--- config.mk ---
export PLATFORM = sky130hd
export DESIGN_NAME = dma_prio_arbiter
export DESIGN_NICKNAME = d
export VERILOG_FILES = /design/src/rtl/dma_arb_pkg.sv /design/src/rtl/dma_arb_mask.sv /design/src/rtl/dma_arb_pick.sv /design/src/rtl/dma_arb_ctrl.sv /design/src/rtl/dma_prio_arbiter.sv
export SDC_FILE = /design/constraint.sdc
export NUM_CORES = 1
export LEC_CHECK = 0
export ABC_AREA = 1
export BUFFER_PORTS_ARGS = -buffer_cell sky130_fd_sc_hd__clkbuf_2
export CORE_MARGIN = 2
export CORE_UTILIZATION = 53
export DETAILED_ROUTE_END_ITERATION = 10
export GPL_TIMING_DRIVEN = 1
export PLACE_DENSITY = 0.88
export SETUP_SLACK_MARGIN = 0.1
export SYNTH_ARGS = -nofsm -noshare
export SYNTH_HDL_FRONTEND = slang
export SYNTH_SLANG_ARGS = --single-unit
--- constraint.sdc ---
create_clock -name clk -period 2.4 [get_ports clk]
set_input_delay 0.12 -clock clk [delete_from_list [all_inputs] [get_ports clk]]
set_output_delay 0.12 -clock clk [all_outputs]
set_load 0.005 [all_outputs]
--- src/rtl/dma_arb_pkg.sv ---
package dma_arb_pkg;

  typedef enum logic [1:0] {
    PRIO_LOW   = 2'b00,
    PRIO_MED   = 2'b01,
    PRIO_HIGH  = 2'b10,
    PRIO_VHIGH = 2'b11
  } prio_e;

  typedef enum logic {
    ST_IDLE = 1'b0,
    ST_BUSY = 1'b1
  } arb_state_e;

  localparam int PRIO_W = 2;

endpackage

--- src/rtl/dma_arb_mask.sv ---
// Removes the just-served memory-to-memory channel from the candidate set
// whenever some other channel is also requesting.
module dma_arb_mask #(
  parameter int NCH = 7
) (
  input  logic [NCH-1:0] req,
  input  logic [NCH-1:0] yield_mask,
  output logic [NCH-1:0] elig
);

  logic [NCH-1:0] others;

  always_comb begin
    others = req & ~yield_mask;
    if (|others) elig = others;
    else         elig = req;
  end

endmodule

--- src/rtl/dma_arb_pick.sv ---
// Level-then-index resolution: highest coded level wins, lowest index breaks ties.
module dma_arb_pick
  import dma_arb_pkg::*;
#(
  parameter int NCH = 7,
  parameter int PW  = PRIO_W
) (
  input  logic [NCH-1:0]    elig,
  input  logic [PW*NCH-1:0] prio,
  output logic [NCH-1:0]    win,
  output logic              any
);

  localparam int LEVELS = 1 << PW;

  logic [LEVELS-1:0][NCH-1:0] lvl_hit;
  logic [NCH-1:0]             top_set;

  for (genvar lv = 0; lv < LEVELS; lv++) begin : g_lvl
    for (genvar ch = 0; ch < NCH; ch++) begin : g_ch
      assign lvl_hit[lv][ch] = elig[ch] && (prio[ch*PW +: PW] == PW'(lv));
    end
  end

  // Later (higher) levels overwrite earlier ones, leaving the top populated level.
  always_comb begin
    top_set = '0;
    for (int lv = 0; lv < LEVELS; lv++) begin
      if (|lvl_hit[lv]) top_set = lvl_hit[lv];
    end
  end

  // Isolate lowest set bit for index tie-break.
  assign win = top_set & (~top_set + NCH'(1));
  assign any = |elig;

endmodule

--- src/rtl/dma_arb_ctrl.sv ---
// Grant holding state machine plus yield history.
module dma_arb_ctrl
  import dma_arb_pkg::*;
#(
  parameter int NCH = 7
) (
  input  logic           clk,
  input  logic           rst_n,
  input  logic [NCH-1:0] win,
  input  logic           any,
  input  logic [NCH-1:0] m2m,
  input  logic           xfer_done,
  output logic [NCH-1:0] gnt,
  output logic           gnt_vld,
  output logic [NCH-1:0] yield_mask
);

  arb_state_e     state_q, state_d;
  logic [NCH-1:0] gnt_q, gnt_d;
  logic           gm2m_q, gm2m_d;
  logic [NCH-1:0] yld_q, yld_d;
  logic           issue, release_bus, upd_en;

  assign issue       = (state_q == ST_IDLE) && any;
  assign release_bus = (state_q == ST_BUSY) && xfer_done;
  assign upd_en      = issue || release_bus;

  always_comb begin
    state_d = state_q;
    gnt_d   = gnt_q;
    gm2m_d  = gm2m_q;
    yld_d   = yld_q;
    if (issue) begin
      state_d = ST_BUSY;
      gnt_d   = win;
      gm2m_d  = |(win & m2m);
      yld_d   = '0;
    end else if (release_bus) begin
      state_d = ST_IDLE;
      gnt_d   = '0;
      gm2m_d  = 1'b0;
      yld_d   = gm2m_q ? gnt_q : '0;
    end
  end

  always_ff @(posedge clk or negedge rst_n) begin
    if (!rst_n) begin
      state_q <= ST_IDLE;
      gnt_q   <= '0;
      gm2m_q  <= 1'b0;
      yld_q   <= '0;
    end else if (upd_en) begin
      state_q <= state_d;
      gnt_q   <= gnt_d;
      gm2m_q  <= gm2m_d;
      yld_q   <= yld_d;
    end
  end

  assign gnt        = gnt_q;
  assign gnt_vld    = (state_q == ST_BUSY);
  assign yield_mask = yld_q;

endmodule

--- src/rtl/dma_prio_arbiter.sv ---
module dma_prio_arbiter
  import dma_arb_pkg::*;
#(
  parameter int NCH = 7
) (
  input  logic               clk,
  input  logic               rst_n,
  input  logic [NCH-1:0]     ch_req,
  input  logic [2*NCH-1:0]   ch_prio,
  input  logic [NCH-1:0]     ch_m2m,
  input  logic               xfer_done,
  output logic [NCH-1:0]     gnt,
  output logic               gnt_vld
);

  logic [NCH-1:0] yield_mask;
  logic [NCH-1:0] elig;
  logic [NCH-1:0] win;
  logic           any;

  dma_arb_mask #(.NCH(NCH)) u_mask (
    .req        (ch_req),
    .yield_mask (yield_mask),
    .elig       (elig)
  );

  dma_arb_pick #(.NCH(NCH), .PW(PRIO_W)) u_pick (
    .elig (elig),
    .prio (ch_prio),
    .win  (win),
    .any  (any)
  );

  dma_arb_ctrl #(.NCH(NCH)) u_ctrl (
    .clk        (clk),
    .rst_n      (rst_n),
    .win        (win),
    .any        (any),
    .m2m        (ch_m2m),
    .xfer_done  (xfer_done),
    .gnt        (gnt),
    .gnt_vld    (gnt_vld),
    .yield_mask (yield_mask)
  );

endmodule

# Yosys cells after proc, flatten, opt, wreduce, memory -nomap -nowiden
# Cells that the tools add are included.
[word_totals]
input_bits = 31
rom_bits = 0
n_memories = 0
reg_bits = 16
latch_bits = 0
mem_bits_rw = 0
out_inout_bits = 8
[classes]
reduce_logical = 47
magnitude_cmp = 0
muxes = 13
eq_ne = 21
mul = 0
div_mod_pow = 0
bitwise = 6
shift = 0
add_sub_neg = 1
[op_table]
columns = ["op", "n"]
rows = [
  ["$mux W7", 10],
  ["$reduce_or A7 Y1", 7],
  ["$logic_and A1 B1 Y1", 30],
  ["$eq A2 B2 Y1 const B", 14],
  ["$and A7 B7 Y7", 3],
  ["$eq A2 B1 Y1 const B", 7],
  ["$logic_not A2 Y1", 7],
  ["$not A7 Y7", 2],
  ["$add A7 B1 Y7 const B", 1],
  ["$mux W1", 3],
  ["$reduce_and A2 Y1", 1],
  ["$reduce_bool A2 Y1", 1],
  ["$logic_or A1 B1 Y1", 1],
  ["$not A1 Y1", 1],
]

# Logic depth before layout (Yosys ltp)
[logic_depth]
word_depth = 16
ltp_mapped = 22

# By module
# A second synthesis with hierarchy kept.
[unflattened]
cells_unflattened = 251
area_unflattened_um2 = 1441.4
[modules_own_cells]
columns = ["module", "area_per_inst_um2", "cells_each", "seq_area_each_um2", "n_inst"]
rows = [
  ["dma_arb_ctrl", 678.2, 83, 400.4, 1],
  ["dma_arb_pick", 621.8, 134, 0.0, 1],
  ["dma_arb_mask", 141.4, 34, 0.0, 1],
]

# Least setup slack after synthesis
# No wires, ideal clock.
[synth_timing]
path_type = "reg2reg"
startpoint = "register u_ctrl.yld_q[0] (netlist: u_ctrl.yield_mask[0])"
endpoint = "register u_ctrl.gm2m_q"
setup_slack_ns = 0.389
n_path_buf = 0
path_stages_with_launch = 23
t_required_ns = 2.283
arrival_time_ns = 1.894
path_cell_list = "dfrtp_1 -> inv_1 -> nand2_1 -> nand2_1 -> nor2_4 -> nand3_1 -> nand2_2 -> nand2_1 -> nand2_1 -> nor2_1 -> nand2_2 -> inv_2 -> nand2_1 -> nand2_1 -> nand2_2 -> nand2_2 -> nor2_1 -> nand2_1 -> nand3_1 -> nor2_1 -> nand2_1 -> nand2_1 -> nand2_1"
[synth_via]
elab_chain_cells = 16
elab_cells_between_ends = 51
[synth_lines]
columns = ["item", "line", "text"]
rows = [
  ["start: declaration", "dma_arb_ctrl.sv:21", "logic [NCH-1:0] yld_q, yld_d;"],
  ["start signal: assignment", "dma_arb_ctrl.sv:56", "yld_q <= yld_d;"],
  ["$not A7 Y7 *", "dma_arb_mask.sv:14", "others = req & ~yield_mask;"],
  ["$and A7 B7 Y7 *", "dma_arb_mask.sv:14", ""],
  ["$reduce_or A7 Y1", "dma_arb_mask.sv:15", "if (|others) elig = others;"],
  ["$mux W7 *", "dma_arb_mask.sv:15", ""],
  ["$logic_and A1 B1 Y1", "dma_arb_pick.sv:21", "assign lvl_hit[lv][ch] = elig[ch] && (prio[ch*PW +: PW] == PW'(lv));"],
  ["$reduce_or A7 Y1", "dma_arb_pick.sv:29", "if (|lvl_hit[lv]) top_set = lvl_hit[lv];"],
  ["$mux W7 (4 in series)", "dma_arb_pick.sv:29", ""],
  ["$not A7 Y7", "dma_arb_pick.sv:34", "assign win = top_set & (~top_set + NCH'(1));"],
  ["$add A7 B1 Y7", "dma_arb_pick.sv:34", ""],
  ["$and A7 B7 Y7", "dma_arb_pick.sv:34", ""],
  ["$and A7 B7 Y7", "dma_arb_ctrl.sv:36", "gm2m_d = |(win & m2m);"],
  ["$reduce_or A7 Y1", "dma_arb_ctrl.sv:36", ""],
  ["$mux W1", "dma_arb_ctrl.sv:33", "if (issue) begin"],
  ["end signal: assignment", "dma_arb_ctrl.sv:55", "gm2m_q <= gm2m_d;"],
  ["end: declaration", "dma_arb_ctrl.sv:20", "logic gm2m_q, gm2m_d;"],
]
# Mark *: on every way between the ends. The rest lies on a longest branch, timed or not.
# A chain may end at the register's enable or synchronous reset.

# Final worst setup path
[layout_timing]
startpoint = "register u_ctrl.yld_q[4] (netlist: u_ctrl.yield_mask[4])"
endpoint = "register u_ctrl.gm2m_q"
# The elaborated chain is that of the path after synthesis.

==> results_dict.tcl <==
set metrics [dict create \
    period_needed_ps 2410 \
    die_h_um 56.4 \
    antenna_left 0 \
    layout_setup_ws_ps -14.5 \
    clockBufferDepth 2 \
    synthCells 249 \
    yosysSeqAreaShare_pct 27.5 \
    post-route-util_pct 72.9 \
    dp_cells 318 \
    fin_cells 330 \
    critPathLaunch "u_ctrl.yield_mask[4]$_DFFE_PN0P_" \
    ys_ff_latch 16 \
    max_slew_margin_pct 73.9 \
    p_leak_nw 1.10 \
    r2r_start "u_ctrl.yield_mask[4]$_DFFE_PN0P_" \
    clock_latency_ps 290 \
    post-dp-hpwl_um 3030 \
    avgViaCountPerCell 5.45 \
    synth_area_um2 1460 \
    finalWirelength_um 4510 \
    synth_top_area_share_pct 27.5 \
    fin_crit_sh_pct 101 \
    cts_made_buffers 3 \
    grt.overflow.total 0 \
    vdd_ir_drop_max_mv 0.445 \
    diodes 0 \
    timing.rr.end "u_ctrl.gm2m_q$_DFFE_PN0P_" \
    cp.arrival_ps 2650 \
    slowest_delay_ps 370 \
    combPwrFrac_pct 51.4 \
    cp_top_family "simple AND/OR/NAND/NOR gates" \
    via_count 1799 \
    r2r_setup_slack_ps -10 \
    crit_top_cell "nand2_1" \
    grt_pass1_wl_um 6510 \
    worst-path-stages 22 \
    whs_ps 110 \
    p_int_uw 556 \
    worstPathCellList "inv_2 -> nand2_1 -> nand2_2 -> nor2_4 -> nand2_4 -> nand2_4 -> nand3b_1 -> nand2_1 -> nor2_1 -> nand2_2 -> inv_4 -> nand2_1 -> nand2_2 -> nand2_2 -> nand2_4 -> nor2_2 -> nand3_1 -> nand3_1 -> nor2_1 -> nand2_1 -> nand2_1 -> nand2_1" \
    drt_iter0_markers 93 \
    final_nets 332 \
    drv_cap 0 \
    synthTopCellsByArea "dfrtp_1, nand2_1, inv_1" \
    htree_levels 1 \
    rows 19 \
    p_switching_uw 441 \
    crit_type "register to register" \
    power_uw 997 \
    antenna_found_initial 0 \
    clkPwrFrac_pct 14.0 \
    grtUsageTotal_pct 25.4 \
    pwr-share-seq_pct 34.6 \
    drive_above_1_share_pct 38.8 \
    setup.worst_path.end "u_ctrl.gm2m_q$_DFFE_PN0P_" \
    syn_area_per_cell_um2 5.85 \
    crit_path_max_fanout 5 \
    remaining_drc_errors 0 \
    routabilityCongestion 0.933 \
    core_um2 2690 \
    final_common_cell "nand2_1" \
    grt_pass1_vias 1568 \
    final-hold-violation-count 0 \
    cts.sinks 16 \
    area_growth_pct 34.3 \
    pre_cts_slack_ps 67.2 \
    fmax_mhz 414 \
    clock_skew_ps 3.15 \
    wl_per_cell_um 13.7 \
    status "complete, but fails checks" \
    slew_viol_final 0 \
    synth_nets 280 \
    start_util_pct 54.3 \
    drt_first_pass_iters 4 \
    required_ps 2630 \
    die_area_um2 3190 \
    grt_setup_unrepaired "true" \
    portBuffers 38 \
    yosysUniqueCellTypes 22 \
    hold_path_class "primary input to register" \
    power_density_nw_per_um2 509 \
    most-common-layout-cells "nand2_1, clkbuf_2, inv_1, nor2_1, nand3_1" \
    critPathLaunchType "register" \
    critPathBufInv 2 \
    swShare_pct 44.2 \
    violations "setup timing" \
    setup_violations 1 \
    path_clk_slew_ps 90 \
    grt_max_degree 17 \
    dieWidth_um 56.4 \
    cts_tree "done" \
    io_pins 39 \
    tightest_slew_ps 392 \
    cts_root_buf "clkbuf_4" \
    end_kind "register" \
    slowest_stage "dfrtp_1" \
    ff2ff_path_depth 22 \
    ys_warn_count 0 \
    synth_area_leader_cell "dfrtp_1" \
]
worst min-delay path: stages:
cell and delay, ps:
clkbuf_2 70, nand2_1 50, nand2_1 50, nand2_1 60
final cells by class:
cell class,count,area (um2)
inverter,44,168
clock buffer,3,22.5
sequential,16,402
fill,224,728
multi-input combinational,188,1060
timing repair buffer,48,272
tap,31,38.8
power by group through the flow:
stage | clock (mW) | sequential (mW) | combinational [mW]
final | 0.140 | 0.345 | 0.512
after global placement | 0 | 0.346 | 0.415
after global routing | 0.155 | 0.352 | 0.566
after floorplan | 0 | 0.347 | 0.278
after CTS | 0.138 | 0.344 | 0.431
after detailed placement | 0 | 0.347 | 0.420
Yosys cell counts (all sizes together):
library cell,number
a21boi,6
nor2,38
buf,1
o22ai,8
nand3,27
a21oi,3
nand2,93
nor4,1
nand4,1
nor3,1
inv,44
o21ai,6
nand3b,4
dfrtp,16
what timing repair did:
item | in CTS | in global routing
resized for setup | 3 | 52
setup buffers | 0 | 8
cloned | 0 | 0
hold buffers | 1 | 0
pin swaps | 0 | 18
endpoints found under the setup margin | 1 | 8
hold endpoints to repair | 16 | 0
through the flow:
step / TNS (ps) / instance area, um2
3_3_place_gp: 0 / 1690
5_1_grt: -155 / 1960
3_5_place_dp: 0 / 1690
4_1_cts: 0 / 1730
2_1_floorplan: 0 / 1460
6_report: -14.5 / 1960
registers in the layout, summed over array words and instances, names as in the netlist:
signal / flops
u_ctrl.yield_mask: 7
u_ctrl.gnt_vld: 1
u_ctrl.gnt: 7
u_ctrl.gm2m_q: 1
logic make-up (layout without fill, tap and decap cells):
logic type      Yosys count  after routing  synth area share, %
compound gates           23             23                 9.61
simple gates            165            165                 51.2
buf+inv                  45             95                 11.7
flops                    16             16                 27.5
metal layers:
layer / GRT usage (%) / wire [um]
met5: 0 / 0
met4: 11.9 / 177
met3: 1.38 / 291
met2: 42.4 / 2210
met1: 33.4 / 1830
how the worst min path moves through the flow:
stage	start	to	slack [ps]	cells past startpoint
2_1_floorplan	rst_n	u_ctrl.gm2m_q$_DFFE_PN0P_	-180	0
3_3_place_gp	rst_n	u_ctrl.yield_mask[3]$_DFFE_PN0P_	60	1
3_5_place_dp	rst_n	u_ctrl.gnt[3]$_DFFE_PN0P_	60	1
4_1_cts	xfer_done	u_ctrl.gnt_vld$_DFFE_PN0P_	120	4
5_1_grt	xfer_done	u_ctrl.gnt_vld$_DFFE_PN0P_	150	4
6_report	xfer_done	u_ctrl.gnt_vld$_DFFE_PN0P_	110	4
No activity file was read; power rests on OpenSTA's default activity.
